==> src/rtl/brake_pkg.sv <==
package brake_pkg;

  // Number of fault paths handled by the monitor
  localparam int NUM_PATHS = 2;

  // True when the prescaler count lands on a sample point for the given select.
  // Sample interval is 2^(sel*step) cycles.
  function automatic logic filt_tick(input logic [31:0] cnt, input logic [1:0] sel,
                                     input int step);
    int          sh;
    logic [31:0] mask;
    sh   = int'(sel) * step;
    mask = (32'd1 << sh) - 32'd1;
    return (cnt & mask) == 32'd0;
  endfunction

  // Next value of a sticky flag: a set wins over a clear in the same cycle
  function automatic logic sticky_next(input logic cur, input logic set, input logic clr);
    return set | (cur & ~clr);
  endfunction

endpackage

==> src/rtl/brake_glitch_filter.sv <==
module brake_glitch_filter #(
  parameter int DEPTH = 3
) (
  input  logic clk,
  input  logic rst_n,
  input  logic tick,
  input  logic din,
  output logic dout
);
  localparam int HW = DEPTH - 1;

  logic [HW-1:0]    hist;
  logic [DEPTH-1:0] window;
  logic             all_hi, all_lo;

  assign window = {hist, din};
  assign all_hi = &window;
  assign all_lo = ~|window;

  always_ff @(posedge clk or negedge rst_n) begin
    if (!rst_n) begin
      hist <= '1;
      dout <= 1'b1;
    end else if (tick) begin
      hist <= window[HW-1:0];
      if (all_hi)      dout <= 1'b1;
      else if (all_lo) dout <= 1'b0;
    end
  end

  // output only moves on a sample point
  assert_filter_holds_R3: assert property (@(posedge clk) disable iff (!rst_n)
    !tick |=> $stable(dout));

  // a new output level is always the level that was just sampled
  assert_filter_follows_R3: assert property (@(posedge clk) disable iff (!rst_n)
    (dout != $past(dout)) |-> (dout == $past(din)));

endmodule

==> src/rtl/brake_input_path.sv <==
module brake_input_path #(
  parameter int SYNC_STAGES = 2,
  parameter int FILT_DEPTH  = 3
) (
  input  logic clk,
  input  logic rst_n,
  input  logic pin,
  input  logic inv,
  input  logic tick,
  input  logic filt_off,
  output logic fall
);
  logic [SYNC_STAGES-1:0] sync_q;
  logic                   sync_lvl;
  logic                   filt_lvl;
  logic                   det_lvl;
  logic                   prev_lvl;

  always_ff @(posedge clk or negedge rst_n) begin
    if (!rst_n) sync_q <= '1;
    else        sync_q <= {sync_q[SYNC_STAGES-2:0], pin ^ inv};
  end
  assign sync_lvl = sync_q[SYNC_STAGES-1];

  brake_glitch_filter #(.DEPTH(FILT_DEPTH)) u_filt (
    .clk  (clk),
    .rst_n(rst_n),
    .tick (tick),
    .din  (sync_lvl),
    .dout (filt_lvl)
  );

  assign det_lvl = filt_off ? sync_lvl : filt_lvl;

  always_ff @(posedge clk or negedge rst_n) begin
    if (!rst_n) prev_lvl <= 1'b1;
    else        prev_lvl <= det_lvl;
  end

  assign fall = prev_lvl & ~det_lvl;

  // in bypass, a detected fall comes from a synchronized low
  assert_bypass_fall_R4: assert property (@(posedge clk) disable iff (!rst_n)
    (filt_off && fall) |-> (sync_q[SYNC_STAGES-1] == 1'b0));

endmodule

==> src/rtl/brake_fault_monitor.sv <==
module brake_fault_monitor
  import brake_pkg::*;
#(
  parameter int NUM_CMP     = 3,
  parameter int FILT_STEP   = 1,
  parameter int FILT_DEPTH  = 3,
  parameter int SYNC_STAGES = 2
) (
  input  logic               clk,
  input  logic               rst_n,
  input  logic               brk_pin_a,
  input  logic               brk_pin_b,
  input  logic               inv_a,
  input  logic               inv_b,
  input  logic [1:0]         filt_sel_a,
  input  logic [1:0]         filt_sel_b,
  input  logic               filt_off_a,
  input  logic               filt_off_b,
  input  logic               en_a,
  input  logic               en_b,
  input  logic [NUM_CMP-1:0] cmp_out,
  input  logic [NUM_CMP-1:0] cmp_en,
  input  logic               lvd_in,
  input  logic               lvd_en,
  input  logic               irq_en,
  input  logic               clr_flag_a,
  input  logic               clr_flag_b,
  input  logic               clr_lock,
  output logic               flag_a,
  output logic               flag_b,
  output logic               lock_a,
  output logic               brake_a_active,
  output logic               brake_b_active,
  output logic               irq
);
  localparam int PRE_W = 3 * FILT_STEP;

  logic [PRE_W-1:0]     pre_cnt;
  logic [NUM_PATHS-1:0] pin_v, inv_v, off_v, tick_v, fall_v;
  logic [1:0]           sel_v [NUM_PATHS];
  logic                 cmp_hit, lvd_hit;
  logic                 evt_a, evt_b;
  logic                 flag_a_q, flag_b_q, lock_q;

  always_ff @(posedge clk or negedge rst_n) begin
    if (!rst_n) pre_cnt <= '0;
    else        pre_cnt <= pre_cnt + 1'b1;
  end

  assign pin_v    = {brk_pin_b, brk_pin_a};
  assign inv_v    = {inv_b, inv_a};
  assign off_v    = {filt_off_b, filt_off_a};
  assign sel_v[0] = filt_sel_a;
  assign sel_v[1] = filt_sel_b;

  for (genvar g = 0; g < NUM_PATHS; g++) begin : g_path
    assign tick_v[g] = filt_tick({{(32-PRE_W){1'b0}}, pre_cnt}, sel_v[g], FILT_STEP);

    brake_input_path #(
      .SYNC_STAGES(SYNC_STAGES),
      .FILT_DEPTH (FILT_DEPTH)
    ) u_path (
      .clk     (clk),
      .rst_n   (rst_n),
      .pin     (pin_v[g]),
      .inv     (inv_v[g]),
      .tick    (tick_v[g]),
      .filt_off(off_v[g]),
      .fall    (fall_v[g])
    );
  end

  assign cmp_hit = |(cmp_out & cmp_en);
  assign lvd_hit = lvd_in & lvd_en;
  assign evt_a   = en_a & (fall_v[0] | cmp_hit);
  assign evt_b   = en_b & (fall_v[1] | lvd_hit);

  always_ff @(posedge clk or negedge rst_n) begin
    if (!rst_n) begin
      flag_a_q <= 1'b0;
      flag_b_q <= 1'b0;
      lock_q   <= 1'b0;
    end else begin
      flag_a_q <= sticky_next(flag_a_q, evt_a, clr_flag_a);
      flag_b_q <= sticky_next(flag_b_q, evt_b, clr_flag_b);
      lock_q   <= sticky_next(lock_q,   evt_a, clr_lock);
    end
  end

  assign flag_a         = flag_a_q;
  assign flag_b         = flag_b_q;
  assign lock_a         = lock_q;
  assign brake_a_active = flag_a_q | lock_q;
  assign brake_b_active = flag_b_q;
  assign irq            = irq_en & (flag_a_q | flag_b_q);

  // flags hold without a clear pulse
  assert_flag_a_sticky_R5: assert property (@(posedge clk) disable iff (!rst_n)
    (flag_a && !clr_flag_a) |=> flag_a);
  assert_flag_b_sticky_R5: assert property (@(posedge clk) disable iff (!rst_n)
    (flag_b && !clr_flag_b) |=> flag_b);

  // lock holds without its own clear pulse
  assert_lock_sticky_R6: assert property (@(posedge clk) disable iff (!rst_n)
    (lock_a && !clr_lock) |=> lock_a);

  // the lock only rises together with a path A fault
  assert_lock_with_flag_R6: assert property (@(posedge clk) disable iff (!rst_n)
    $rose(lock_a) |-> flag_a);

  // a flag can only rise while its path was enabled
  assert_flag_a_enable_R9: assert property (@(posedge clk) disable iff (!rst_n)
    $rose(flag_a) |-> $past(en_a));
  assert_flag_b_enable_R9: assert property (@(posedge clk) disable iff (!rst_n)
    $rose(flag_b) |-> $past(en_b));

endmodule

==> config.mk <==
export PLATFORM = sky130hd
export DESIGN_NAME = brake_fault_monitor
export DESIGN_NICKNAME = d
export VERILOG_FILES = /design/src/rtl/brake_pkg.sv /design/src/rtl/brake_glitch_filter.sv /design/src/rtl/brake_input_path.sv /design/src/rtl/brake_fault_monitor.sv
export SDC_FILE = /design/constraint.sdc
export NUM_CORES = 1
export LEC_CHECK = 0
export ABC_CLOCK_PERIOD_IN_PS = 1600
export BUFFER_PORTS_ARGS = -buffer_cell sky130_fd_sc_hd__buf_2
export CAP_MARGIN = 15
export CORE_MARGIN = 2
export CORE_UTILIZATION = 46
export CTS_CLUSTER_DIAMETER = 80
export DETAILED_ROUTE_END_ITERATION = 6
export PLACE_DENSITY_LB_ADDON = 0.25
export SYNTH_ARGS = -nofsm -noshare
export SYNTH_HDL_FRONTEND = slang
export SYNTH_HIERARCHICAL = 1
export SYNTH_SLANG_ARGS = --single-unit
==> constraint.sdc <==
create_clock -name clk -period 1.6 [get_ports clk]
set_input_delay 0.32 -clock clk [delete_from_list [all_inputs] [get_ports clk]]
set_output_delay 0.32 -clock clk [all_outputs]
set_load 0.05 [all_outputs]
# == After elaboration in Yosys (flattened, before gate mapping) ==
# Index checks and enable logic that the tools add are counted.
# op_classes
add_sub_neg,3
multipliers,0
div_mod_pow,0
magnitude_cmp,0
n_eq_ne,2
shift,2
muxes,6
bitwise,26
n_reduce_logical,9
# ops
operator,count
$and 3x32->32,2
$logic_not 32->1,2
$shl 1x2->32 const A,2
$sub 32x1->32 const B,2
$and 1x1->1,9
$reduce_or 3->1,3
$or 1x1->1,7
$mux 1,6
$reduce_and 3->1,2
$not 1->1,5
$ne 2x2->1 const B,2
$reduce_and 2->1,2
$add 3x1->3 const B,1
$and 3x3->3,1
$xor 1x1->1,2
# word_totals
register_bits,18
latch_bits,0
ramBits,0
romBits,0
input_bits,26
out_inout_bits,6
elab_cells,60
memories,0

# == Logic depth before layout (Yosys ltp) ==
# Gate-level depths: netlist of run 1.
# depth
depth_word,6
ltp_mapped,5
mapped_depth_nobuf,5

# == Cells and area by module ==
# Netlist of run 1, hierarchy kept.
# by_module_without_submodules
module,instances,cells_each,area_each_um2,seq_area_each_um2
brake_fault_monitor,1,31,295.3,150.1
brake_glitch_filter,2,9,136.4,78.8
brake_input_path,2,7,112.6,78.8

# == Worst setup path after synthesis of run 1 ==
# No wires, ideal clock.
# synth_timing
kind,reg2out
startpoint,register flag_a_q (netlist: flag_a)
endpoint,output irq
arrival_time_ns,1.118
required_ns,1.280
path_slack_ns,0.162
path_stages_with_launch,2
n_path_buf,0
cell_sequence,dfrtp_1 o21a_1
# synth_via
elab_chain_len,2
# synth_lines
item,line,source
from (decl),brake_fault_monitor.sv:43,"logic flag_a_q, flag_b_q, lock_q;"
from (signal assigned),brake_fault_monitor.sv:84,"flag_a_q <= sticky_next(flag_a_q, evt_a, clr_flag_a);"
$or 1x1->1,brake_fault_monitor.sv:95,assign irq = irq_en & (flag_a_q | flag_b_q);
$and 1x1->1,brake_fault_monitor.sv:95,
to (decl),brake_fault_monitor.sv:34,output logic irq
# Every way passes these cells.

# == Worst setup path after layout of run 1 ==
# layout_timing
startpoint,register flag_b_q (netlist: brake_b_active)
endpoint,output irq
# layout_via
elab_chain_len,2
# layout_lines
item,line,source
from (decl),brake_fault_monitor.sv:43,
from (signal assigned),brake_fault_monitor.sv:85,"flag_b_q <= sticky_next(flag_b_q, evt_b, clr_flag_b);"
$or 1x1->1,brake_fault_monitor.sv:95,
$and 1x1->1,brake_fault_monitor.sv:95,
# Every way passes these cells.

==> results of run 1 <==
==> worst reg2reg max path: cells and delay by family (launching register included) <==
family | cells | cell delay, ns
flip-flops | 1 | 0.41
AO/OA/AOI/OAI | 2 | 0.51
AND/OR/NAND/NOR | 2 | 0.38
==> cell usage in the layout, fill, tap and decap left out, types with 2 or more instances in the layout <==
cell type                   n
sky130_fd_sc_hd__clkbuf_4   3
sky130_fd_sc_hd__a31oi_1    2
sky130_fd_sc_hd__nor2_2     2
sky130_fd_sc_hd__o21ai_0    2
sky130_fd_sc_hd__mux2_2     2
sky130_fd_sc_hd__nor2_1     6
sky130_fd_sc_hd__a21oi_1    3
sky130_fd_sc_hd__nor4b_2    2
sky130_fd_sc_hd__nor3_2     2
sky130_fd_sc_hd__xor2_1     3
sky130_fd_sc_hd__a21o_1     3
sky130_fd_sc_hd__mux2_4     2
sky130_fd_sc_hd__inv_1      7
sky130_fd_sc_hd__buf_2     31
sky130_fd_sc_hd__dfstp_2   12
sky130_fd_sc_hd__mux2_1     2
sky130_fd_sc_hd__dfrtp_1    6
==> routing by layer <==
layer  wire (µm)  part of all wire, %
met1         572                   45
met2         579                   45
met3         112                  8.8
met4          14                  1.1
met5           0                    0
==> cell usage after synthesis (all sizes together) <==
| library cell | n | area (µm²) |
|---|---|---|
| a31oi | 2 | 12.5 |
| o21ai | 3 | 18.8 |
| dfstp | 12 | 315 |
| ha | 1 | 12.5 |
| xor2 | 3 | 26.3 |
| mux2 | 6 | 75.1 |
| o22ai | 1 | 6.26 |
| a21oi | 3 | 15.0 |
| nor4b | 2 | 30.0 |
| nand2 | 1 | 3.75 |
| o21a | 1 | 7.51 |
| dfrtp | 6 | 150 |
| nor3 | 2 | 20.0 |
| nor2 | 8 | 35.0 |
| inv | 7 | 26.3 |
| a22o | 1 | 8.76 |
| buf | 1 | 7.51 |
| a21o | 3 | 22.5 |
==> power by group through the flow <==
| stage | Clock, mW | Combinational, mW | Sequential, mW |
|---|---|---|---|
| 3_3_place_gp | 0 | 0.239 | 0.581 |
| 6_report | 0.229 | 0.244 | 0.575 |
| 3_5_place_dp | 0 | 0.244 | 0.584 |
| 4_1_cts | 0.247 | 0.247 | 0.576 |
| 5_1_grt | 0.256 | 0.264 | 0.584 |
| 2_1_floorplan | 0 | 0.138 | 0.614 |
==> state kept, by name, indices dropped and copies added, names as in the netlist <==
name                       cells
g_path.u_path/u_filt/hist      4
g_path.u_path/sync_q           4
brake_b_active                 1
pre_cnt                        3
g_path.u_path/u_filt/dout      2
g_path.u_path/prev_lvl         2
flag_a                         1
lock_a                         1
==> per-stage QoR <==
step / utilization [%] / total power [mW] / worst slack (ns) / hold WS, ns / std cells
global route: 59.8 / 1.10 / 0.115 / 0.147 / 115
finish: 59.8 / 1.05 / 0.217 / 0.162 / 115
detailed placement: 57.6 / 0.828 / 0.239 / 0.266 / 110
global placement: 57.6 / 0.820 / 0.259 / 0.265 / 110
CTS: 59.8 / 1.07 / 0.193 / 0.145 / 115
floorplan: - / 0.752 / 0.162 / 0.0244 / 63
==> logic make-up (layout without fill, tap and decap cells) <==
family / count (synthesis) / after routing / share of synthesized area [%]
AOI/OAI and AO/OA: 14 / 14 / 11.5
xor gates and xnor gates: 3 / 3 / 3.31
adders and majority gates: 1 / 1 / 1.58
buffers and inverters: 8 / 43 / 4.26
DFF: 18 / 18 / 58.7
muxes: 6 / 6 / 9.46
and+or+nand+nor: 13 / 13 / 11.2
==> repair_timing <==
item | CTS | global route
hold buffers | 1 | 0
hold endpoints to repair | 6 | 0
setup buffers | 0 | 0
==> layout make-up <==
| cell class | instances | area (µm²) |
|---|---|---|
| Tap cell | 17 | 21.3 |
| Multi-Input combinational cell | 37 | 294 |
| Sequential cell | 18 | 465 |
| Inverter | 7 | 26.3 |
| Timing Repair Buffer | 32 | 165 |
| Clock buffer | 4 | 26.3 |
| Fill cell | 135 | 672 |
==> worst min path at each step <==
stage               slack, ns  cells after the start                         end  startpoint
CTS                      0.15                      2  g_path[1].u_path/sync_q[0]   brk_pin_b
detailed placement       0.27                      1                      lock_a       rst_n
finish                   0.16                      2  g_path[1].u_path/sync_q[0]   brk_pin_b
floorplan                0.02                      0              brake_b_active       rst_n
global placement         0.26                      1                  pre_cnt[2]       rst_n
global route             0.15                      2  g_path[1].u_path/sync_q[0]   brk_pin_b
==> impl_metrics.yaml, run 1 <==
clock_network:
  cts_buffer_count: 3
  cts_max_path_bufs: 2
  post_cts_sizing_count: 0
  clk_latency_ns: 0.28
  cts_tree: "yes"
  clock-sinks: 18
  clkSlewWorstSetupHoldPaths_ns: 0.10
  htreeDepth: 1
  cts_root_buffer: "sky130_fd_sc_hd__clkbuf_4"
floorplan:
  floorplan.die.height_um: 45.5
  chipWidth_um: 45.5
  die_area_um2: 2070
  floorplan.core_area_um2: 1670
  top_level_ports: 32
  floorplan.initialDensity_pct: 47.5
  rows: 15
sta:
  final.period_utilization_pct: 86.4
  tightest_slew_ns: 0.386
  rsz_0062_raised_after_global_routing: "no"
  max_freq_mhz: 723
  drv_slew: 0
  final.setup_skew_ns: 0.00130
  setup_viol: 0
  finalSetupTns_ns: 0
  max-slew-margin-rel_pct: 74.3
  finalWorstPathRequiredPeriod_ns: 1.38
  hold_fails_final_rpt: 0
layout:
  drive_gt1_share_pct: 58.2
  syn_to_final_growth_pct: 25.9
  num_antenna_cells: 0
  post-route-cell-area_um2: 998
  design.final.nets: 126
placed_design:
  placed_cell_area_um2: 962
  port_buffers: 31
  gp_congestion: 0.699
  place.detailed.hpwl_um: 981
global_route:
  grt_antenna_before_repair: 0
  via_count_of_the_first_global_routing_pass: 480
  grtUsageMet2_pct: 20.3
  grt_max_degree: 19
  sum_of_overflow_across_all_layers_after_global_routing: 0
  busiest_layer: "met2"
  total_grt_usage_pct: 13.0
  grt_pass1_wl_um: 1870
  globalRouteMet1Util_pct: 15.6
  global_route.usage.met3_pct: 2.38
route:
  drt.antenna.violating_nets: 0
  avgViaCountPerCell: 5.05
  drt_wl_total_um: 1280
  vias: 581
  detailedRoute.firstPassIterationCount: 3
  remaining_drc_errors: 0
  wire_length_per_cell_um: 11.1
  first_iter_violations: 1
worst_setup_path:
  critical_path.endpoint_type: "output port"
  worstSetupStartpointType: "flip-flop"
  timing.critical_path.cells: "o21a_1, buf_2"
  cp.required_ns: 1.28
  reg2reg_to: "g_path[1].u_path/u_filt/dout"
  path_max_fanout: 4
  critical_path.max_stage_delay_ns: 0.41
  timing.critical_path.slowest_stage_cell: "sky130_fd_sc_hd__dfrtp_1"
  timing.critical_path.arrival_ns: 1.06
  timing.rr.start: "pre_cnt[2]"
  setup.reg_to_reg.worst_slack_ns: 0.24
  timing.reg2reg.worst_path_depth: 4
  worstSetupPathType: "flip-flop to output port"
  timing.critical_path.max_delay_family: "flip-flops"
  critical_path.startpoint: "brake_b_active"
  worst_setup_path_endpoint: "irq"
  worst-path-stages: 2
  critical_path_buf_inv_count: 1
power:
  power.density_cell_area_nw_per_um2: 1050
  power.net_switching_uw: 319
  vdd_ir_drop_max_mv: 0.681
  seqPwrFrac_pct: 54.9
  sw_frac_of_total_pct: 30.5
  p_int_uw: 729
  power_frac_clock_pct: 21.8
  total_leakage_power_nw: 0.511
  combinationalPowerShare_pct: 23.3
synthesis:
  synth.distinct_cells: 22
  ys_seq_area_share_pct: 58.7
  synth_seq_cells: 18
  post_synth_inst_count: 63
  ys_warn_count: 6
  synth.avg_cell_area_um2: 12.6
  syn_area_um2: 793
  syn_nets: 90
flow_run:
  maxCapViolations: 0
min_path:
  min_path_type: "input port to flip-flop"
run_status:
  status: "completed"
No activity file was read; power rests on OpenSTA's default activity.
==> inputs of run 2 (changes only) <==
--- a/config.mk
+++ b/config.mk
@@ -12,7 +12,7 @@
 export CORE_UTILIZATION = 46
 export CTS_CLUSTER_DIAMETER = 80
 export DETAILED_ROUTE_END_ITERATION = 6
-export PLACE_DENSITY_LB_ADDON = 0.25
+export PLACE_DENSITY = 0.73
 export SYNTH_ARGS = -nofsm -noshare
 export SYNTH_HDL_FRONTEND = slang
 export SYNTH_HIERARCHICAL = 1
==> run 2 against run 1 <==
Worst hold slack worse by 0.0011 ns. Via count down 2.1%. Register-to-register slack about the same. Sequential cell count unchanged. Utilization down 0.22 points. First-iteration DRC count down 100%. Critical path depth unchanged. Sequential share of layout area up 0.18 points.
==> impl_metrics.yaml, run 2 (same netlist as run 1, synthesis figures left out) <==
run_status:
  status: "completed"
power:
  seqPwrFrac_pct: 55.7
  total_leakage_power_nw: 0.510
  p_int_uw: 719
  sw_frac_of_total_pct: 30.5
  power.density_cell_area_nw_per_um2: 1040
  combinationalPowerShare_pct: 23.5
  vdd_ir_drop_max_mv: 0.547
  power.net_switching_uw: 315
  power_frac_clock_pct: 20.9
  fin_total_pwr_mw: 1.03
global_route:
  grtUsageMet2_pct: 25.1
  via_count_of_the_first_global_routing_pass: 514
  grt_pass1_wl_um: 1900
  globalRouteMet1Util_pct: 13.0
  global_route.usage.met3_pct: 2.38
  sum_of_overflow_across_all_layers_after_global_routing: 0
  total_grt_usage_pct: 13.1
  grt_max_degree: 19
  grt_antenna_before_repair: 0
  busiest_layer: "met2"
sta:
  setup_viol: 0
  drv_slew: 0
  final.setup_skew_ns: 0.00284
  tightest_slew_ns: 0.377
  finalSetupTns_ns: 0
  rsz_0062_raised_after_global_routing: "no"
  finalWorstPathRequiredPeriod_ns: 1.39
  max_freq_mhz: 722
  final.period_utilization_pct: 86.6
  hold_fails_final_rpt: 0
  max-slew-margin-rel_pct: 74.8
  whs_ns: 0.161
worst_setup_path:
  worstSetupPathType: "flip-flop to output port"
  timing.critical_path.slowest_stage_cell: "sky130_fd_sc_hd__dfrtp_1"
  timing.critical_path.arrival_ns: 1.07
  setup.reg_to_reg.worst_slack_ns: 0.25
  critical_path.max_stage_delay_ns: 0.40
  worstSetupStartpointType: "flip-flop"
  path_max_fanout: 3
  cp.required_ns: 1.28
  critical_path.endpoint_type: "output port"
  timing.reg2reg.worst_path_depth: 3
  timing.critical_path.cells: "o21a_1, buf_2"
clock_network:
  post_cts_sizing_count: 0
  cts_buffer_count: 3
  clkSlewWorstSetupHoldPaths_ns: 0.09
  clk_latency_ns: 0.29
  cts_root_buffer: "sky130_fd_sc_hd__clkbuf_4"
  cts_max_path_bufs: 2
  clock-sinks: 18
  htreeDepth: 1
  cts_tree: "yes"
placed_design:
  port_buffers: 31
  gp_congestion: 0.606
  place.detailed.hpwl_um: 1030
floorplan:
  floorplan.initialDensity_pct: 47.5
  top_level_ports: 32
  floorplan.core_area_um2: 1670
  chipWidth_um: 45.5
  die_area_um2: 2070
  floorplan.die.height_um: 45.5
  rows: 15
route:
  remaining_drc_errors: 0
  avgViaCountPerCell: 4.99
  detailedRoute.firstPassIterationCount: 1
  vias: 569
  first_iter_violations: 0
  wire_length_per_cell_um: 11.2
  drt_wl_total_um: 1280
  drt.antenna.violating_nets: 0
layout:
  mostFrequentLayoutCell: "sky130_fd_sc_hd__buf_2"
  layout.filler_cells: 131
  num_antenna_cells: 0
  final_cell_mix: "sky130_fd_sc_hd__buf_2, sky130_fd_sc_hd__dfstp_2, sky130_fd_sc_hd__inv_1"
  drive_gt1_share_pct: 58.8
  final_core_util_pct: 59.6
  design.final.nets: 126
  largestRegisters: "g_path.u_path/sync_q x4, g_path.u_path/u_filt/hist x4, pre_cnt x3"
  syn_to_final_growth_pct: 25.4
flow_run:
  maxCapViolations: 0
min_path:
  worstHoldPathCells: 2
  min_path_type: "input port to flip-flop"
[run 2: layout make-up]
cell class | instances | area (µm²) | share of cell area, %
sequential | 18 | 465 | 46.8
multi-input combinational | 37 | 294 | 29.6
timing repair buffer | 32 | 165 | 16.6
inverter | 7 | 26.3 | 2.64
clock buffer | 3 | 22.5 | 2.26
tap | 17 | 21.3 | 2.14
[run 2: final timing paths]
| path | from | endpoint |
|---|---|---|
| max in group asynchronous | rst_n | g_path[0].u_path/sync_q[1] |
| worst max register to register | pre_cnt[2] | g_path[0].u_path/u_filt/hist[1] |
| worst min register to register | g_path[1].u_path/sync_q[0] | g_path[1].u_path/sync_q[1] |
| min in group asynchronous | rst_n | brake_b_active |
| worst max-delay path | flag_a | irq |
| worst min-delay path | brk_pin_b | g_path[1].u_path/sync_q[0] |
[run 2: critical path: cells and delay by family, from the launching register on]
family | cells | cell delay [ns]
AOI/OAI and AO/OA | 1 | 0.18
buffers and inverters | 1 | 0.20
DFF | 1 | 0.40
[run 2: power groups by stage]
stage / combinational [mW] / clock [mW] / sequential (mW)
4_1_cts: 0.246 / 0.227 / 0.577
3_5_place_dp: 0.244 / 0 / 0.585
5_1_grt: 0.266 / 0.243 / 0.585
3_3_place_gp: 0.239 / 0 / 0.580
2_1_floorplan: 0.138 / 0 / 0.614
6_report: 0.243 / 0.216 / 0.576
[run 2: layer usage]
metal | vias to the layer above | routed length, µm | part of all wire (%)
met2 | 28 | 645 | 51
met1 | 256 | 506 | 40
met4 | 0 | 24 | 1.9
met5 | - | 0 | 0
li1 | 283 | - | -
met3 | 2 | 99 | 7.8
[run 2: through the flow]
step	area [µm²]	worst slack, ns	cells
global placement	962	0.264	110
global route	995	0.152	114
detailed placement	962	0.225	110
floorplan	793	0.162	63
finish	995	0.214	114
CTS	995	0.200	114
[run 2: timing repair]
action                     4_1_cts  5_1_grt
setup endpoints to repair        0        0
hold endpoints to repair         6        0
hold buffers                     1        0
buffers inserted                 0        0
==> inputs of run 3 (changes only) <==
--- a/config.mk
+++ b/config.mk
@@ -9,11 +9,10 @@
 export BUFFER_PORTS_ARGS = -buffer_cell sky130_fd_sc_hd__buf_2
 export CAP_MARGIN = 15
 export CORE_MARGIN = 2
-export CORE_UTILIZATION = 46
+export CORE_UTILIZATION = 45
 export CTS_CLUSTER_DIAMETER = 80
 export DETAILED_ROUTE_END_ITERATION = 6
-export PLACE_DENSITY = 0.73
+export PLACE_DENSITY = 0.72
 export SYNTH_ARGS = -nofsm -noshare
 export SYNTH_HDL_FRONTEND = slang
-export SYNTH_HIERARCHICAL = 1
 export SYNTH_SLANG_ARGS = --single-unit
==> run 3 against run 2 <==
Worst setup slack got worse by 0.037 ns. Worst hold slack lost 0.0021 ns. First-iteration DRC count up 3. Clock power grew 25%. Register-to-register slack got worse by 0.07 ns. Synthesized area down 5.2%. Critical path depth is 2 higher. Fmax decreased by 2.6%. Die area decreased by 2.8%. Sequential power about the same. Via count shrank 0.70%. Largest cell class unchanged.
==> impl_metrics.yaml, run 3 <==
sta:
  final.setup_skew_ns: 0.00154
  hold_fails_final_rpt: 0
  finalWorstPathRequiredPeriod_ns: 1.42
  worst_slack_ns: 0.178
  max-slew-margin-rel_pct: 75.3
  final.period_utilization_pct: 88.9
  finalSetupTns_ns: 0
  setup_viol: 0
  rsz_0062_raised_after_global_routing: "no"
  tightest_slew_ns: 0.370
  max_freq_mhz: 703
  drv_slew: 0
placed_design:
  post_place_setup_slack_ns: 0.177
  place.detailed.hpwl_um: 987
  port_buffers: 31
  dp_cells: 104
  placed_cell_area_um2: 920
  gp_congestion: 0.711
min_path:
  hp-start: "brk_pin_a"
  worstHoldPathCells: 2
  min_path_type: "input port to flip-flop"
  min_to: "g_path[0].u_path.sync_q[0]"
power:
  seqPwrFrac_pct: 53.5
  power.net_switching_uw: 303
  power.density_cell_area_nw_per_um2: 1110
  power_frac_clock_pct: 25.3
  p_int_uw: 769
  sw_frac_of_total_pct: 28.3
  vdd_ir_drop_max_mv: 0.776
  total_leakage_power_nw: 0.492
  combinationalPowerShare_pct: 21.2
worst_setup_path:
  timing.rr.start: "pre_cnt[0]"
  setup.reg_to_reg.worst_slack_ns: 0.18
  timing.critical_path.cells: "or2_1, a22o_1, o31a_1, o22a_1"
  timing.reg2reg.worst_path_depth: 4
  cp.required_ns: 1.83
  timing.critical_path.max_delay_family: "compound AO/OA/AOI/OAI gates"
  timing.critical_path.slowest_stage_cell: "sky130_fd_sc_hd__dfrtp_1"
  worst-path-stages: 4
  timing.critical_path.arrival_ns: 1.65
  critical_path.endpoint_type: "flip-flop"
  path_max_fanout: 5
  worstSetupPathType: "flip-flop to flip-flop"
  reg2reg_to: "g_path[1].u_path.u_filt.dout"
  worstSetupStartpointType: "flip-flop"
  critical_path_buf_inv_count: 0
  critical_path.startpoint: "pre_cnt[0]"
  critical_path.max_stage_delay_ns: 0.43
layout:
  post-route-cell-area_um2: 966
  mostFrequentLayoutCell: "sky130_fd_sc_hd__buf_2"
  design.final.nets: 121
  largestRegisters: "g_path.u_path.sync_q x4, g_path.u_path.u_filt.hist x4, pre_cnt x3"
  drive_gt1_share_pct: 60.2
  final_core_util_pct: 62.7
  num_antenna_cells: 0
  final_cell_count_no_fill: 109
  final_cell_mix: "sky130_fd_sc_hd__buf_2, sky130_fd_sc_hd__dfstp_2, sky130_fd_sc_hd__inv_1, sky130_fd_sc_hd__mux2_2, sky130_fd_sc_hd__dfrtp_1"
  syn_to_final_growth_pct: 28.5
synthesis:
  synth.distinct_cells: 18
  synth-edff-count: 0
  synth_top_cell_area_share_pct: 41.9
  synth_common_cells: "sky130_fd_sc_hd__dfstp_2, sky130_fd_sc_hd__dfrtp_1, sky130_fd_sc_hd__inv_1, sky130_fd_sc_hd__mux2_2, sky130_fd_sc_hd__nand2_1"
  syn_area_um2: 752
  ys_seq_area_share_pct: 61.9
  synth_top_cells_by_area: "sky130_fd_sc_hd__dfstp_2, sky130_fd_sc_hd__dfrtp_1, sky130_fd_sc_hd__mux2_2"
  yosys.cell_count.top_type: "sky130_fd_sc_hd__dfstp_2"
  synth.avg_cell_area_um2: 13.0
  async_flop_share_pct: 100
  synth_seq_cells: 18
  ys_warn_count: 0
  netlist.top_cell.by_area: "sky130_fd_sc_hd__dfstp_2"
  synthFlopType: "sky130_fd_sc_hd__dfstp_2"
  post_synth_inst_count: 58
  syn_nets: 85
clock_network:
  post_cts_sizing_count: 0
  cts_max_path_bufs: 2
  post-cts-setup-buffer-count: 0
  cts_root_buffer: "sky130_fd_sc_hd__clkbuf_4"
  clkSlewWorstSetupHoldPaths_ns: 0.10
  postCtsHoldBufs: 1
  clk_latency_ns: 0.29
  cts_buffer_count: 3
  htreeDepth: 1
  cts_tree: "yes"
  clock-sinks: 18
flow_run:
  maxCapViolations: 0
floorplan:
  floorplan.die.height_um: 44.9
  floorplan.core_area_um2: 1540
  top_level_ports: 32
  rows: 14
  die_area_um2: 2010
  chipWidth_um: 44.9
  floorplan.initialDensity_pct: 48.8
run_status:
  status: "completed"
global_route:
  grt_pass1_wl_um: 2100
  grt_max_degree: 19
  grt_antenna_before_repair: 0
  via_count_of_the_first_global_routing_pass: 556
  total_grt_usage_pct: 14.7
  sum_of_overflow_across_all_layers_after_global_routing: 0
route:
  remaining_drc_errors: 0
  drt_wl_total_um: 1260
  detailedRoute.firstPassIterationCount: 4
  avgViaCountPerCell: 5.18
  drt.antenna.violating_nets: 0
  first_iter_violations: 3
  vias: 565
  wire_length_per_cell_um: 11.5
run 3: cell types whose count changed in the layout (fill, tap and decap cells not counted), sizes merged, moves of 2 or more:
cell | previous run | this run
nor2 | 8 | 2
nand2 | 1 | 5
a21oi | 3 | 0
a22o | 1 | 3
a31oi | 2 | 0
nor3 | 2 | 0
nor4b | 2 | 0
o22a | 0 | 2
o31a | 0 | 2
run 3: stage by stage:
stage	hold slack (ns)	power, mW
final	0.159	1.07
after global routing	0.160	1.14
after CTS	0.152	1.09
after detailed placement	0.264	0.812
after global placement	0.262	0.803
after floorplan	0.0244	0.736
run 3: worst max path at each step:
stage	endpoint
finish	g_path[1].u_path.u_filt.dout
global route	g_path[1].u_path.u_filt.dout
CTS	g_path[1].u_path.u_filt.dout
detailed placement	g_path[1].u_path.u_filt.dout
global placement	g_path[1].u_path.u_filt.dout
floorplan	irq
run 3: layer usage:
layer  vias to the layer above  global-route usage, %  part of all wire [%]
met1                       257                   15.2                    41
met4                         0                   8.82                   2.7
met5                         -                      0                     0
met3                         4                   4.00                    13
li1                        270                      -                     -
met2                        34                   26.4                    44
run 3: power by group through the flow:
stage / Clock, mW / Combinational [mW] / Sequential [mW]
floorplan: 0 / 0.123 / 0.613
global placement: 0 / 0.225 / 0.578
detailed placement: 0 / 0.229 / 0.583
CTS: 0.284 / 0.232 / 0.575
global route: 0.302 / 0.251 / 0.583
finish: 0.271 / 0.228 / 0.574
run 3: area by class of cell:
cell class | instances | area [µm²]
repair buffers | 32 | 165
multi-input cells | 33 | 256
clock buffers | 4 | 36.3
inverters | 6 | 22.5
fillers | 136 | 576
flip-flops and latches | 18 | 465
well taps | 16 | 20.0
run 3: cell families after synthesis:
family	synth area share, %
AOI/OAI and AO/OA	15.6
xor gates and xnor gates	3.49
adders and majority gates	1.66
buffers and inverters	3.99
DFF	61.9
muxes	8.98
and+or+nand+nor	4.33
